### src/rtl/wbc_pkg.sv
package wbc_pkg;
   typedef enum logic [0:0] {ST_LOOK = 1'b0, ST_FILL = 1'b1} wbc_state_e;
endpackage

### src/rtl/wbc_line_store.sv
module wbc_line_store #(
   parameter int LINES  = 4,
   parameter int TAG_W  = 2,
   parameter int LINE_W = 16,
   localparam int IDX_W = $clog2(LINES)
) (
   input  logic              clk,
   input  logic              rst_n,
   input  logic [IDX_W-1:0]  rd_idx,
   output logic              rd_valid,
   output logic              rd_dirty,
   output logic [TAG_W-1:0]  rd_tag,
   output logic [LINE_W-1:0] rd_data,
   input  logic              wr_en,
   input  logic [IDX_W-1:0]  wr_idx,
   input  logic              wr_valid,
   input  logic              wr_dirty,
   input  logic [TAG_W-1:0]  wr_tag,
   input  logic [LINE_W-1:0] wr_data
);
   logic [LINES-1:0]  vld_q, drt_q;
   logic [TAG_W-1:0]  tag_q  [LINES];
   logic [LINE_W-1:0] data_q [LINES];

   if (LINES < 2 || (1 << IDX_W) != LINES) begin : g_chk_lines
      $error("wbc_line_store: LINES must be a power of two >= 2");
   end

   always_ff @(posedge clk or negedge rst_n) begin
      if (!rst_n) begin
         vld_q <= '0;
         drt_q <= '0;
      end else if (wr_en) begin
         vld_q[wr_idx] <= wr_valid;
         drt_q[wr_idx] <= wr_dirty;
      end
   end

   always_ff @(posedge clk) begin
      if (wr_en) begin
         tag_q[wr_idx]  <= wr_tag;
         data_q[wr_idx] <= wr_data;
      end
   end

   assign rd_valid = vld_q[rd_idx];
   assign rd_dirty = drt_q[rd_idx];
   assign rd_tag   = tag_q[rd_idx];
   assign rd_data  = data_q[rd_idx];

   for (genvar i = 0; i < LINES; i++) begin : g_line_chk
      // a dirty mark only ever sits on a valid line
      a_r5_dirty_needs_valid: assert property (@(posedge clk) disable iff (!rst_n)
         drt_q[i] |-> vld_q[i]);
   end
endmodule

### src/rtl/wbc_wb_queue.sv
module wbc_wb_queue #(
   parameter int DEPTH   = 4,
   parameter int LADDR_W = 4,
   parameter int WORD_W  = 8,
   parameter int WPL     = 2,
   localparam int OFF_W  = $clog2(WPL),
   localparam int LINE_W = WORD_W * WPL,
   localparam int Q_W    = $clog2(DEPTH),
   localparam int CNT_W  = Q_W + 1
) (
   input  logic                     clk,
   input  logic                     rst_n,
   input  logic                     push,
   input  logic [LADDR_W-1:0]       push_laddr,
   input  logic [LINE_W-1:0]        push_data,
   input  logic [LADDR_W-1:0]       look_laddr,
   output logic                     look_hit,
   output logic [LINE_W-1:0]        look_data,
   output logic                     full,
   output logic                     mem_wr_valid,
   output logic [LADDR_W+OFF_W-1:0] mem_wr_addr,
   output logic [WORD_W-1:0]        mem_wr_data,
   input  logic                     mem_wr_ack
);
   logic [LADDR_W-1:0] laddr_q [DEPTH];
   logic [LINE_W-1:0]  line_q  [DEPTH];
   logic [Q_W-1:0]     head_q, tail_q;
   logic [CNT_W-1:0]   count_q;
   logic [OFF_W-1:0]   widx_q;
   logic               last_word, pop;

   if (DEPTH < 2 || (1 << Q_W) != DEPTH) begin : g_chk_depth
      $error("wbc_wb_queue: DEPTH must be a power of two >= 2");
   end
   if (WPL < 2 || (1 << OFF_W) != WPL) begin : g_chk_wpl
      $error("wbc_wb_queue: WPL must be a power of two >= 2");
   end

   assign full         = (count_q == CNT_W'(DEPTH));
   assign mem_wr_valid = (count_q != '0);
   assign mem_wr_addr  = {laddr_q[head_q], widx_q};
   assign mem_wr_data  = line_q[head_q][widx_q*WORD_W +: WORD_W];
   assign last_word    = (widx_q == OFF_W'(WPL - 1));
   assign pop          = mem_wr_valid && mem_wr_ack && last_word;

   // search oldest to youngest so the youngest match wins
   always_comb begin
      look_hit  = 1'b0;
      look_data = '0;
      for (int a = 0; a < DEPTH; a++) begin
         logic [Q_W-1:0] slot;
         slot = head_q + Q_W'(a);
         if (CNT_W'(a) < count_q && laddr_q[slot] == look_laddr) begin
            look_hit  = 1'b1;
            look_data = line_q[slot];
         end
      end
   end

   always_ff @(posedge clk or negedge rst_n) begin
      if (!rst_n) begin
         head_q  <= '0;
         tail_q  <= '0;
         count_q <= '0;
         widx_q  <= '0;
      end else begin
         if (push) tail_q <= tail_q + 1'b1;
         if (pop)  head_q <= head_q + 1'b1;
         count_q <= count_q + CNT_W'(push) - CNT_W'(pop);
         if (mem_wr_valid && mem_wr_ack) widx_q <= widx_q + 1'b1;
      end
   end

   always_ff @(posedge clk) begin
      if (push) begin
         laddr_q[tail_q] <= push_laddr;
         line_q[tail_q]  <= push_data;
      end
   end

   // the controller never appends to a full queue
   a_r9_no_push_full: assert property (@(posedge clk) disable iff (!rst_n)
      push |-> !full);
   // a pending byte write stays put until memory acknowledges it
   a_r10_wr_hold: assert property (@(posedge clk) disable iff (!rst_n)
      (mem_wr_valid && !mem_wr_ack) |=> (mem_wr_valid && $stable(mem_wr_addr) && $stable(mem_wr_data)));
endmodule

### src/rtl/wbc_cache.sv
module wbc_cache #(
   parameter int ADDR_W   = 5,
   parameter int WORD_W   = 8,
   parameter int WPL      = 2,
   parameter int LINES    = 4,
   parameter int Q_DEPTH  = 4,
   localparam int OFF_W   = $clog2(WPL),
   localparam int IDX_W   = $clog2(LINES),
   localparam int TAG_W   = ADDR_W - IDX_W - OFF_W,
   localparam int LADDR_W = ADDR_W - OFF_W,
   localparam int LINE_W  = WORD_W * WPL
) (
   input  logic               clk,
   input  logic               rst_n,
   input  logic               cpu_req,
   input  logic               cpu_we,
   input  logic [ADDR_W-1:0]  cpu_addr,
   input  logic [WORD_W-1:0]  cpu_wdata,
   output logic               cpu_ready,
   output logic [WORD_W-1:0]  cpu_rdata,
   output logic               mem_rd_req,
   output logic [LADDR_W-1:0] mem_rd_laddr,
   input  logic               mem_rd_valid,
   input  logic [LINE_W-1:0]  mem_rd_data,
   output logic               mem_wr_valid,
   output logic [ADDR_W-1:0]  mem_wr_addr,
   output logic [WORD_W-1:0]  mem_wr_data,
   input  logic               mem_wr_ack
);
   import wbc_pkg::*;

   if (TAG_W < 1) begin : g_chk_tag
      $error("wbc_cache: address too narrow for LINES and WPL");
   end

   wbc_state_e         state_q;
   logic [LADDR_W-1:0] fill_laddr_q;

   logic [OFF_W-1:0]   off;
   logic [IDX_W-1:0]   idx;
   logic [TAG_W-1:0]   tag;
   logic [LADDR_W-1:0] laddr, look_laddr;

   logic               ln_valid, ln_dirty;
   logic [TAG_W-1:0]   ln_tag;
   logic [LINE_W-1:0]  ln_data, merged;

   logic               hit, miss, victim_dirty, q_full, miss_go, q_push, q_hit, fwd;
   logic [LINE_W-1:0]  q_data;

   logic               wr_en, wr_valid, wr_dirty;
   logic [IDX_W-1:0]   wr_idx;
   logic [TAG_W-1:0]   wr_tag;
   logic [LINE_W-1:0]  wr_data;

   assign off   = cpu_addr[OFF_W-1:0];
   assign idx   = cpu_addr[OFF_W +: IDX_W];
   assign tag   = cpu_addr[ADDR_W-1 -: TAG_W];
   assign laddr = cpu_addr[ADDR_W-1:OFF_W];

   wbc_line_store #(.LINES(LINES), .TAG_W(TAG_W), .LINE_W(LINE_W)) u_lines (
      .clk(clk), .rst_n(rst_n),
      .rd_idx(idx), .rd_valid(ln_valid), .rd_dirty(ln_dirty), .rd_tag(ln_tag), .rd_data(ln_data),
      .wr_en(wr_en), .wr_idx(wr_idx), .wr_valid(wr_valid), .wr_dirty(wr_dirty),
      .wr_tag(wr_tag), .wr_data(wr_data)
   );

   wbc_wb_queue #(.DEPTH(Q_DEPTH), .LADDR_W(LADDR_W), .WORD_W(WORD_W), .WPL(WPL)) u_wbq (
      .clk(clk), .rst_n(rst_n),
      .push(q_push), .push_laddr({ln_tag, idx}), .push_data(ln_data),
      .look_laddr(look_laddr), .look_hit(q_hit), .look_data(q_data),
      .full(q_full),
      .mem_wr_valid(mem_wr_valid), .mem_wr_addr(mem_wr_addr), .mem_wr_data(mem_wr_data),
      .mem_wr_ack(mem_wr_ack)
   );

   assign hit          = ln_valid && (ln_tag == tag);
   assign cpu_ready    = (state_q == ST_LOOK) && cpu_req && hit;
   assign cpu_rdata    = ln_data[off*WORD_W +: WORD_W];
   assign miss         = (state_q == ST_LOOK) && cpu_req && !hit;
   assign victim_dirty = ln_valid && ln_dirty;
   assign miss_go      = miss && !(victim_dirty && q_full);
   assign q_push       = miss_go && victim_dirty;
   assign look_laddr   = (state_q == ST_FILL) ? fill_laddr_q : laddr;
   assign fwd          = miss_go && q_hit;
   assign mem_rd_req   = (state_q == ST_FILL);
   assign mem_rd_laddr = fill_laddr_q;

   always_comb begin
      merged = ln_data;
      merged[off*WORD_W +: WORD_W] = cpu_wdata;
   end

   // single update port: store hit, queue forward, invalidate, or refill
   always_comb begin
      wr_en    = 1'b0;
      wr_idx   = idx;
      wr_valid = 1'b0;
      wr_dirty = 1'b0;
      wr_tag   = tag;
      wr_data  = ln_data;
      if (cpu_ready && cpu_we) begin
         wr_en    = 1'b1;
         wr_valid = 1'b1;
         wr_dirty = 1'b1;
         wr_data  = merged;
      end else if (fwd) begin
         wr_en    = 1'b1;
         wr_valid = 1'b1;
         wr_data  = q_data;
      end else if (miss_go) begin
         wr_en    = 1'b1;
         wr_tag   = ln_tag;
      end else if (state_q == ST_FILL && mem_rd_valid) begin
         wr_en    = 1'b1;
         wr_idx   = fill_laddr_q[IDX_W-1:0];
         wr_valid = 1'b1;
         wr_tag   = fill_laddr_q[LADDR_W-1 -: TAG_W];
         wr_data  = mem_rd_data;
      end
   end

   always_ff @(posedge clk or negedge rst_n) begin
      if (!rst_n) begin
         state_q      <= ST_LOOK;
         fill_laddr_q <= '0;
      end else begin
         case (state_q)
            ST_LOOK: if (miss_go && !q_hit) begin
               state_q      <= ST_FILL;
               fill_laddr_q <= laddr;
            end
            ST_FILL: if (mem_rd_valid) state_q <= ST_LOOK;
            default: state_q <= ST_LOOK;
         endcase
      end
   end

   // a block read request and its address hold until the data arrives
   a_r4_rd_hold: assert property (@(posedge clk) disable iff (!rst_n)
      (mem_rd_req && !mem_rd_valid) |=> (mem_rd_req && $stable(mem_rd_laddr)));
   // the processor is never released while a refill is outstanding
   a_r4_no_ready_in_fill: assert property (@(posedge clk) disable iff (!rst_n)
      mem_rd_req |-> !cpu_ready);
   // memory is never read for a line that is still queued
   a_r11_no_fetch_of_queued: assert property (@(posedge clk) disable iff (!rst_n)
      mem_rd_req |-> !q_hit);
endmodule

### config.mk
export PLATFORM = sky130hd
export DESIGN_NAME = wbc_cache
export DESIGN_NICKNAME = d
export VERILOG_FILES = /design/src/rtl/wbc_pkg.sv /design/src/rtl/wbc_line_store.sv /design/src/rtl/wbc_wb_queue.sv /design/src/rtl/wbc_cache.sv
export SDC_FILE = /design/constraint.sdc
export NUM_CORES = 1
export LEC_CHECK = 0
export BUFFER_PORTS_ARGS = -buffer_cell sky130_fd_sc_hd__buf_4
export CORE_ASPECT_RATIO = 1.4
export CORE_UTILIZATION = 30
export DETAILED_ROUTE_END_ITERATION = 10
export PLACE_DENSITY_LB_ADDON = 0.3
export REMOVE_ABC_BUFFERS = 1
export SYNTH_ARGS = -nofsm -noshare
export SYNTH_HDL_FRONTEND = slang
export SYNTH_SLANG_ARGS = --single-unit
### constraint.sdc
create_clock -name clk -period 3.3 [get_ports clk]
set_input_delay 0.33 -clock clk [delete_from_list [all_inputs] [get_ports clk]]
set_output_delay 0.33 -clock clk [all_outputs]
set_load 0.005 [all_outputs]
# After elaboration in Yosys (flattened, before gate mapping)
# Memories as Yosys holds them, arrays and structs flattened.
# Cells that the tools add are included.
[word_totals]
ramBits = 152
output_inout_bits = 28
word_cells = 107
n_memories = 4
inputBits = 35
regBits = 21
[op_classes]
n_mux = 45
n_reduce_logical = 24
order_cmp = 7
n_addsub = 8
n_bitwise = 1
shifts = 4
n_eq_ne = 6
[memory_table]
columns = ["name", "words", "word_bits", "rd", "rd_ports_with_merged_regs", "write_ports", "line_no", "text"]
rows = [
  ["u_lines.data_q", 4, 16, 1, 0, 1, "wbc_line_store.sv:23", "logic [LINE_W-1:0] data_q [LINES];"],
  ["u_wbq.line_q", 4, 16, 4, 0, 1, "wbc_wb_queue.sv:26", "logic [LINE_W-1:0] line_q [DEPTH];"],
  ["u_wbq.laddr_q", 4, 4, 4, 0, 1, "wbc_wb_queue.sv:25", "logic [LADDR_W-1:0] laddr_q [DEPTH];"],
  ["u_lines.tag_q", 4, 2, 1, 0, 1, "wbc_line_store.sv:22", "logic [TAG_W-1:0] tag_q [LINES];"],
]
[ops]
columns = ["operator", "n"]
rows = [
  ["16-bit two-way mux", 8],
  ["4-bit negation with 34-bit output", 1],
  ["8-bit by 34-bit variable shift with 16-bit output (first input constant)", 1],
  ["8-bit by 34-bit indexed part select with 16-bit output", 1],
  ["16-bit by 5-bit indexed part select with 8-bit output", 2],
  ["1-bit two-way mux", 21],
  ["1-bit logical AND", 19],
  ["16-bit bitwise mux", 1],
  ["4-bit == test", 4],
  ["2-bit two-way mux", 8],
  ["4-bit bitwise mux", 2],
  ["1-bit by 3-bit < comparator with 1-bit output (first input constant)", 2],
  ["2-bit by 3-bit < comparator with 1-bit output (first input constant)", 2],
  ["2-bit by 3-bit < comparator with 1-bit output (second input constant)", 2],
  ["2-bit by 1-bit adder with 2-bit output (second input constant)", 2],
  ["2-bit adder (second input constant)", 2],
  ["1-bit binary-select mux with 2-bit select", 2],
  ["4-bit two-way mux", 1],
  ["3-bit by 1-bit adder with 3-bit output", 1],
  ["3-bit == test (second input constant)", 1],
  ["1-bit zero test", 3],
  ["3-bit nonzero test", 1],
  ["3-bit by 1-bit subtractor with 3-bit output", 1],
  ["1-bit demux with 2-bit select", 1],
  ["other kinds (6)", 6],
]

# Depth between registers and ports, before layout
# Gate-level depths: netlist of run 1.
[depth]
ltp_word = 15
mapped_depth = 12
mapped_depth_nobuf = 8

# By module
# From an unflattened synthesis of run 1, not the netlist that was laid out.
[hier_totals]
cells_unflattened = 719
hier_area_um2 = 9654.3
[by_module_without_submodules]
columns = ["mod", "instances", "area_each_um2", "seq_area_each_um2", "cells_each"]
rows = [
  ["wbc_wb_queue", 1, 5444.0, 2602.5, 438],
  ["wbc_line_store", 1, 2976.6, 2362.3, 118],
  ["wbc_cache", 1, 1233.7, 125.1, 163],
]

# Least setup slack after synthesis of run 1
# No wires, ideal clock.
[synth_timing]
kind = "input to register"
from = "input port cpu_addr[1]"
to = "register u_lines.vld_q[1]"
path_slack_ns = -0.005
required_ns = 3.175
cell_stages = 8
t_arrival_ns = 3.180
n_path_buf = 1
setup_time_ns = 0.125
cell_sequence = "buf_2 mux4_2 xnor2_1 a31oi_1 nor2b_1 o22a_1 nor2_1 mux2_2"
[synth_between]
elab_cells_between_ends = 45
cone_classes = "order compare (2); eq/ne (5); mux (22); reduce/logical (15); memory (1)"
[synth_rtl]
columns = ["item", "line_no", "text"]
rows = [
  ["start, declared", "wbc_cache.sv:17", "input logic [ADDR_W-1:0] cpu_addr,"],
  ["memory read 4 x 2 bit (*)", "n/a", ""],
  ["named net ln_tag[1]", "wbc_cache.sv:45", "logic [TAG_W-1:0] ln_tag;"],
  ["2-bit == test (*)", "wbc_cache.sv:77", "assign hit = ln_valid && (ln_tag == tag);"],
  ["1-bit logical AND (*)", "wbc_cache.sv:77", ""],
  ["1-bit zero test", "wbc_cache.sv:80", "assign miss = (state_q == ST_LOOK) && cpu_req && !hit;"],
  ["1-bit logical AND", "wbc_cache.sv:80", ""],
  ["1-bit logical AND", "wbc_cache.sv:82", "assign miss_go = miss && !(victim_dirty && q_full);"],
  ["2-bit two-way mux or 1-bit logical AND (tied branches)", "wbc_cache.sv:111, wbc_cache.sv:85", ""],
  ["2-bit two-way mux", "wbc_cache.sv:107", "end else if (fwd) begin"],
  ["2-bit two-way mux", "wbc_cache.sv:102", "if (cpu_ready && cpu_we) begin"],
  ["2-bit by 3-bit < comparator with 1-bit output (implied by the code) or 2-bit by 1-bit >= comparator with 1-bit output (tied branches)", "wbc_line_store.sv:34", "vld_q[wr_idx] <= wr_valid;"],
  ["1-bit logical AND (implied by the code)", "wbc_line_store.sv:34", ""],
  ["1-bit two-way mux (implied by the code)", "wbc_line_store.sv:34", ""],
  ["1-bit demux with 2-bit select", "n/a", ""],
  ["4-bit bitwise mux", "wbc_line_store.sv:34", ""],
  ["end signal, assigned by index", "wbc_line_store.sv:34", ""],
  ["end, declared", "wbc_line_store.sv:21", "logic [LINES-1:0] vld_q, drt_q;"],
]
# Mark *: on every way through the listed nets, which the timed path passes. The rest lies on a longest branch. The select of a mux whose other input is x is not followed.
# A chain may end at the register's enable or synchronous reset.

# Worst setup path in the final report of run 1
[layout_timing]
from = "register u_wbq.head_q[1]"
to = "memory u_lines.data_q[2][11], data pin"
[layout_between]
elab_chain_cells = 10
elab_cells_between_ends = 24
cone_classes = "add/sub (3); eq/ne (4); mux (10); reduce/logical (5); memory (2)"
[layout_rtl]
columns = ["item", "line_no", "text"]
rows = [
  ["start, declared", "wbc_wb_queue.sv:27", "logic [Q_W-1:0] head_q, tail_q;"],
  ["start signal, assigned", "wbc_wb_queue.sv:68", "if (pop) head_q <= head_q + 1'b1;"],
  ["2-bit by 1-bit adder with 2-bit output or memory read 4 x 4 bit (tied branches)", "n/a", ""],
  ["memory read 4 x 4 bit or 4-bit == test (tied branches)", "n/a", ""],
  ["4-bit == test or 1-bit logical AND (tied branches)", "wbc_wb_queue.sv:53", "if (CNT_W'(a) < count_q && laddr_q[slot] == look_laddr) begin"],
  ["1-bit logical AND or 1-bit two-way mux (tied branches)", "wbc_wb_queue.sv:53", ""],
  ["1-bit two-way mux (3 in a row)", "wbc_wb_queue.sv:53", ""],
  ["1-bit logical AND", "wbc_cache.sv:85", "assign fwd = miss_go && q_hit;"],
  ["16-bit two-way mux (*)", "wbc_cache.sv:107", ""],
  ["16-bit two-way mux (*)", "wbc_cache.sv:102", ""],
  ["named net u_lines.wr_data[11]", "wbc_line_store.sv:19", "input logic [LINE_W-1:0] wr_data"],
  ["end, declared", "wbc_line_store.sv:23", ""],
]
# Mark *: on every way through the listed nets, which the timed path passes. The rest lies on a longest branch.

==> summary.txt, run 1 <==
Outcome
  – Status: complete, no violations

Critical path
  – CP Cell Sequence: mux4_2 > and3_4 > o2111a_1 > nor3_4 > buf_4 > a221oi_1 > o22a_1 > a221o_1
  – Crit path required time: 3.47 ns
  – CP endpoint: u_lines.data_q[2][11]$_DFFE_PP_
  – Reg-to-reg startpoint: u_wbq.head_q[1]$_DFFE_PN0P_
  – Worst setup SP type: flop
  – CP Launch Point: u_wbq.head_q[1]$_DFFE_PN0P_
  – CP max FO: 14
  – Worst EP arrival: 3.34 ns
  – CP max stage cell: dfrtp_4
  – Crit path kind: reg -> reg
  – Register-to-register setup slack: 0.13 ns
  – WP depth: 8
  – Largest stage delay, worst path: 0.54 ns
  – R2R cell count: 8
  – Terminus of the critical flop-to-flop path: u_lines.data_q[2][11]$_DFFE_PP_
  – Worst Setup End Kind: flop
  – CP delay by family, top: compound AO/OA/AOI/OAI gates
  – WP buf/inv: 1

Logic synthesis
  – Yosys top cell area share: 0.483
  – Synth area leader: edfxtp_1
  – Count of cell types in the netlist: 54
  – Post-synthesis cell count: 710
  – Main area contributors after synthesis: edfxtp_1 48%, mux4_2 8.6%, mux2i_1 7.2%
  – Flops & latches, synth: 173
  – Post-synth ARST share: 0.121
  – Sequential area share after synthesis: 0.539
  – Syn avg cell area: 13.3 um2
  – Synthesized cell area: 9440 um2
  – Post-synth EDFFs: 152
  – Commonest register cell after synthesis: edfxtp_1
  – Synth Warn #: 0

Layout
  – Area Overhead vs Synth: 17.6%
  – Ant diodes: 0
  – Layout cells sized above 1: 0.285
  – NumNets Final: 823
  – Post-route cell area: 11100 um2
  – Filler Cell Count: 2933

Route
  – Routed wire length: 24.6 mm
  – DRC: 0
  – Pre-Repair DR Iteration Count: 5
  – DR vias: 6162
  – DR iter-0 viols: 513
  – Routed len/inst: 20.8 um
  – Post-route ant nets: 0
  – Vias per inst: 5.21

STA
  – Fmax: 315 MHz
  – Worst-Margin Slew: 0.815 ns
  – Tmin final: 3.17 ns
  – Final Cycle Share: 0.962
  – Worst slew margin: 0.457
  – Skew final: 0.0133 ns
  – Setup TNS: 0 ns
  – Worst setup margin: 0.127 ns
  – Fin. max-slew vios: 0
  – RSZ-0062 raised after global routing: no
  – Hold Fails Final Rpt: 0
  – Finish-stage setup viols: 0

Clock tree
  – Worst-path clk slew: 0.07 ns
  – CTS tree: built
  – Num CTS Buffers: 17
  – Clock Path Buffers: 2
  – CTS root buffer: clkbuf_16
  – H-tree depth: 4
  – Clk_lat worst skew: 0.44 ns
  – CTS Sinks: 173

Place
  – HPWL after DPL: 17.2 mm
  – Place WS: 0.102 ns
  – Placed Area: 10500 um2
  – GPL Wtd Cong: 0.793
  – Port bufs: 62

Floorplan
  – DIE HEIGHT: 212 um
  – Row count: 76
  – Die X: 152 um
  – I/O Pins: 63
  – Initial Util: 0.306
  – Die area: 32200 um2
  – Core area: 30900 um2

Min path
  – Min-delay worst type: in -> reg
  – WHS Path Cells: 2

Power
  – Internal power: 6.03 mW
  – Cell leakage power: 4.03 nW
  – Power, Total: 9.62 mW
  – Comb power frac: 0.471
  – Register share of total power: 0.333
  – Clk pwr share: 0.196
  – Worst IR Drop VDD: 0.528 mV
  – Switch Pwr: 3.59 mW
  – Power Density: 867 nW/um2
  – Sw frac: 0.373

Global route
  – First-pass GRT wire length: 37.6 mm
  – Overflow after GRT: 0
  – Number of global-route vias before repair: 6046
  – Largest net degree at the start of global routing: 92
  – GRT Resource Usage Total: 0.158
  – Initial antenna violation count: 0

Run
  – MaxCap Viol Count: 0
## logic make-up (layout without fill, tap and decap cells)
group | count (synthesis) | after routing | share of synthesized area
multiplexers | 141 | 141 | 0.202
XOR/XNOR | 22 | 22 | 0.0204
adder cells (fa/ha/maj) | 9 | 9 | 0.0127
AND/OR/NAND/NOR | 150 | 150 | 0.0786
AO/OA/AOI/OAI | 144 | 144 | 0.111
buffers and inverters | 71 | 153 | 0.0359
flip-flops | 173 | 173 | 0.539
## synth_stat cells (15+ instances only)
| cell type | count |
|---|---|
| xnor2_1 | 15 |
| o21ai_0 | 43 |
| mux2_2 | 36 |
| mux4_2 | 36 |
| dfrtp_1 | 21 |
| clkbuf_1 | 27 |
| buf_2 | 16 |
| mux2i_1 | 68 |
| inv_1 | 15 |
| edfxtp_1 | 152 |
| a21oi_1 | 19 |
| nand2_1 | 62 |
| nor2_1 | 20 |
## area by class of cell
cell class / instances / area (um2) / area share
inverter: 15 / 56.3 / 0.00507
timing repair buffer: 106 / 886 / 0.0798
sequential: 173 / 5100 / 0.459
clock buffer: 21 / 440 / 0.0397
multi-input combinational: 466 / 4030 / 0.363
tap: 390 / 488 / 0.0439
clock inverter: 11 / 109 / 0.00980
## stage by stage
stage / cells / utilization / hold slack (ns)
after detailed placement: 1145 / 0.340 / 0.235
after floorplan: 654 / - / 0.0344
after global routing: 1182 / 0.359 / 0.111
after CTS: 1178 / 0.358 / 0.0846
final: 1182 / 0.359 / 0.104
after global placement: 1145 / 0.340 / 0.234
## worst reg2reg max path: cells and delay by family (launching register included)
kind            cells  cell delay [ns]
compound gates      4             1.05
buf+inv             1             0.28
flops               1             0.54
mux                 1             0.54
simple gates        2             0.50
## flip-flops by register name, summed over array words and instances, names as in the netlist
register	cells
u_lines.data_q	64
u_wbq.line_q	64
u_wbq.laddr_q	16
u_lines.tag_q	8
mem_rd_laddr	4
u_lines.drt_q	4
u_lines.vld_q	4
u_wbq.count_q	3
u_wbq.head_q	2
u_wbq.tail_q	2
mem_rd_req	1
u_wbq.last_word	1
## power by group through the flow
stage / Sequential [mW] / Combinational (mW) / Clock (mW)
6_report: 3.20 / 4.53 / 1.89
3_5_place_dp: 3.26 / 4.51 / 0
4_1_cts: 3.21 / 4.52 / 1.93
5_1_grt: 3.25 / 4.92 / 2.01
3_3_place_gp: 3.25 / 4.48 / 0
2_1_floorplan: 3.45 / 2.74 / 0
## cell usage in the layout (no fill, tap or decap), types with 7 or more instances in the layout
cell type and n:
nand2_1 62, edfxtp_1 152, clkbuf_16 17, nor3_1 13, nand3_1 11, inv_1 15, a211oi_1 12, ha_1 8
a21oi_1 19, mux2i_1 68, xor2_1 7, dfrtp_1 19, xnor2_1 15, mux4_2 36, mux2_2 36, a221o_1 10
a31o_2 7, nor2b_1 8, buf_12 7, nor2_1 17, a221oi_1 14, nand2b_1 9, o21ai_0 43, buf_4 98
## worst min-delay path by stage
| stage | end | slack, ns | start |
|---|---|---|---|
| after global routing | mem_rd_req$_DFF_PN0_ | 0.11 | mem_rd_valid |
| final | mem_rd_req$_DFF_PN0_ | 0.10 | mem_rd_valid |
| after global placement | u_wbq.last_word$_DFFE_PN0P_ | 0.23 | rst_n |
| after floorplan | mem_rd_laddr[0]$_DFFE_PN0P_ | 0.03 | rst_n |
| after CTS | mem_rd_req$_DFF_PN0_ | 0.08 | mem_rd_valid |
| after detailed placement | u_wbq.last_word$_DFFE_PN0P_ | 0.23 | rst_n |
## timing repair
item,CTS,global route
gates resized for setup,0,1
hold endpoints to repair,21,0
hold buffers,1,0
buffers inserted,0,4
endpoints found under the setup margin,0,12
## metal layers
layer | vias to the layer above | GRT usage | wire length (um)
li1 | 2911 | - | -
met1 | 3121 | 0.197 | 10800
met2 | 102 | 0.279 | 12700
met3 | 28 | 0.0231 | 660
met4 | 0 | 0.0549 | 480
met5 | - | 0 | 0
(Power assumes the default switching activity.)
==> run 2, diff against run 1 <==
Settings changed: CAP_MARGIN from default to 20, MAX_ROUTING_LAYER from default to met4.
==> run 2 against run 1 <==
  * Largest power group unchanged
  * Flip-flop and latch count unchanged
  * Register-to-register slack is essentially flat
  * Power about the same
  * Fmax about the same
  * Global-route usage is 0.47 points higher
  * Non-clock buffer count stayed put
  * Worst hold slack gained 0.00061 ns
  * Critical path depth unchanged
  * Critical endpoint unchanged
  * Highest routed layer unchanged
==> summary.txt, run 2 (synthesis results as in run 1) <==
Layout
  – Commonest non-fill, non-tap cell in the layout: edfxtp_1
  – NumNets Final: 823
  – Non-Filler Instances: 1182
  – Most frequent cells in the layout: 152 x edfxtp_1, 98 x buf_4, 68 x mux2i_1
  – Largest regs: u_lines.data_q: 64 flops, u_wbq.line_q: 64 flops, u_wbq.laddr_q: 16 flops
  – Layout cells sized above 1: 0.285
  – Post-route cell area: 11100 um2
  – Area Overhead vs Synth: 17.6%
  – Ant diodes: 0

Global route
  – Global routing met1 resource utilization: 0.196
  – Number of global-route vias before repair: 6046
  – Initial antenna violation count: 0
  – First-pass GRT wire length: 37.5 mm
  – Grt met3 use: 0.0231
  – GRT Resource Usage Total: 0.163
  – Grt met2 use: 0.280
  – Global routing's busiest layer: met2
  – Largest net degree at the start of global routing: 92
  – Overflow after GRT: 0

Power
  – Cell leakage power: 4.03 nW
  – Worst IR Drop VDD: 0.528 mV
  – Power, Total: 9.62 mW
  – Power Density: 866 nW/um2

Floorplan
  – Die X: 152 um
  – DIE HEIGHT: 212 um
  – Core area: 30900 um2
  – I/O Pins: 63
  – Initial Util: 0.306
  – Row count: 76
  – Die area: 32200 um2

Place
  – HPWL after DPL: 17.2 mm
  – GPL Wtd Cong: 0.804
  – Placed Area: 10500 um2
  – Post-Place Cells: 1145
  – Port bufs: 62

Clock tree
  – CTS tree: built
  – CTS root buffer: clkbuf_16
  – H-tree depth: 4
  – Worst-path clk slew: 0.07 ns
  – Clock Path Buffers: 2
  – CTS Sinks: 173
  – Num CTS Buffers: 17
  – Clk_lat worst skew: 0.44 ns

Critical path
  – CP Launch Point: u_wbq.head_q[1]$_DFFE_PN0P_
  – Crit path kind: reg -> reg
  – Worst Setup End Kind: flop
  – Crit path required time: 3.47 ns
  – Worst EP arrival: 3.35 ns
  – Reg-to-reg startpoint: u_wbq.head_q[1]$_DFFE_PN0P_
  – CP max FO: 14
  – Worst setup SP type: flop

STA
  – Hold Fails Final Rpt: 0
  – RSZ-0062 raised after global routing: no
  – Setup TNS: 0 ns
  – Min Hold Slack: 0.105 ns
  – Fmax: 315 MHz
  – Final Cycle Share: 0.962
  – Worst-Margin Slew: 0.811 ns
  – Worst slew margin: 0.459
  – Fin. max-slew vios: 0
  – Skew final: 0.0138 ns
  – Tmin final: 3.18 ns
  – Finish-stage setup viols: 0

Outcome
  – Status: complete, no violations

Min path
  – Hold Crit Start: mem_rd_valid
  – Min-delay worst type: in -> reg

Route
  – DRC: 0
  – Routed wire length: 24.6 mm
  – Vias per inst: 5.23
  – Post-route ant nets: 0
  – Routed len/inst: 20.8 um
  – DR vias: 6181
  – DR iter-0 viols: 494
  – Pre-Repair DR Iteration Count: 4

Run
  – MaxCap Viol Count: 0
[run 2: cell counts in the layout (fill, tap and decap cells not counted)]
Identical to the previous run, type by type.
[run 2: per-layer routing]
layer  up-vias  share of wire
li1       2913              -
met1      3120           0.43
met2       119           0.51
met3        29          0.032
met4         0          0.019
met5         -              0
[run 2: final cells by class]
class,instances,area (um2)
clock buffers,21,440
clock inverters,11,109
fillers,2933,19800
inverters,15,56.3
multi-input cells,466,4030
flip-flops and latches,173,5100
well taps,390,488
repair buffers,106,886
[run 2: report_power, final]
part	total (mW)	internal (mW)	switching, mW
clock	1.89	1.05	0.838
combinational	4.53	2.00	2.53
sequential	3.21	2.98	0.226
[run 2: worst paths after layout]
check / end / slack, ns / cells past startpoint
min reg2reg: u_lines.vld_q[2]$_DFFE_PN0P_ / 0.51 / 1
max in group asynchronous: u_wbq.head_q[1]$_DFFE_PN0P_ / 2.72 / 2
min: mem_rd_req$_DFF_PN0_ / 0.10 / 2
max: u_lines.data_q[2][11]$_DFFE_PP_ / 0.12 / 8
min in group asynchronous: u_wbq.last_word$_DFFE_PN0P_ / 0.33 / 2
max reg2reg: u_lines.data_q[2][11]$_DFFE_PP_ / 0.12 / 8
[run 2: what timing repair did]
item | 4_1_cts | 5_1_grt
endpoints found under the hold margin | 21 | 0
hold buffers | 1 | 0
setup buffers | 0 | 4
resized for setup | 0 | 1
endpoints found under the setup margin | 0 | 12
[run 2: per-stage QoR]
stage | utilization | worst slack (ns)
global placement | 0.340 | 0.160
detailed placement | 0.340 | 0.102
floorplan | - | -2.34
finish | 0.359 | 0.124
global route | 0.359 | 0.00873
CTS | 0.358 | 0.0825
[run 2: critical path, stage by stage, from the launching register on]
cell and delay, ns:
dfrtp_4 0.54, mux4_2 0.54, and3_4 0.20, o2111a_1 0.29
nor3_4 0.30, buf_4 0.28, a221oi_1 0.11, o22a_1 0.29
a221o_1 0.36
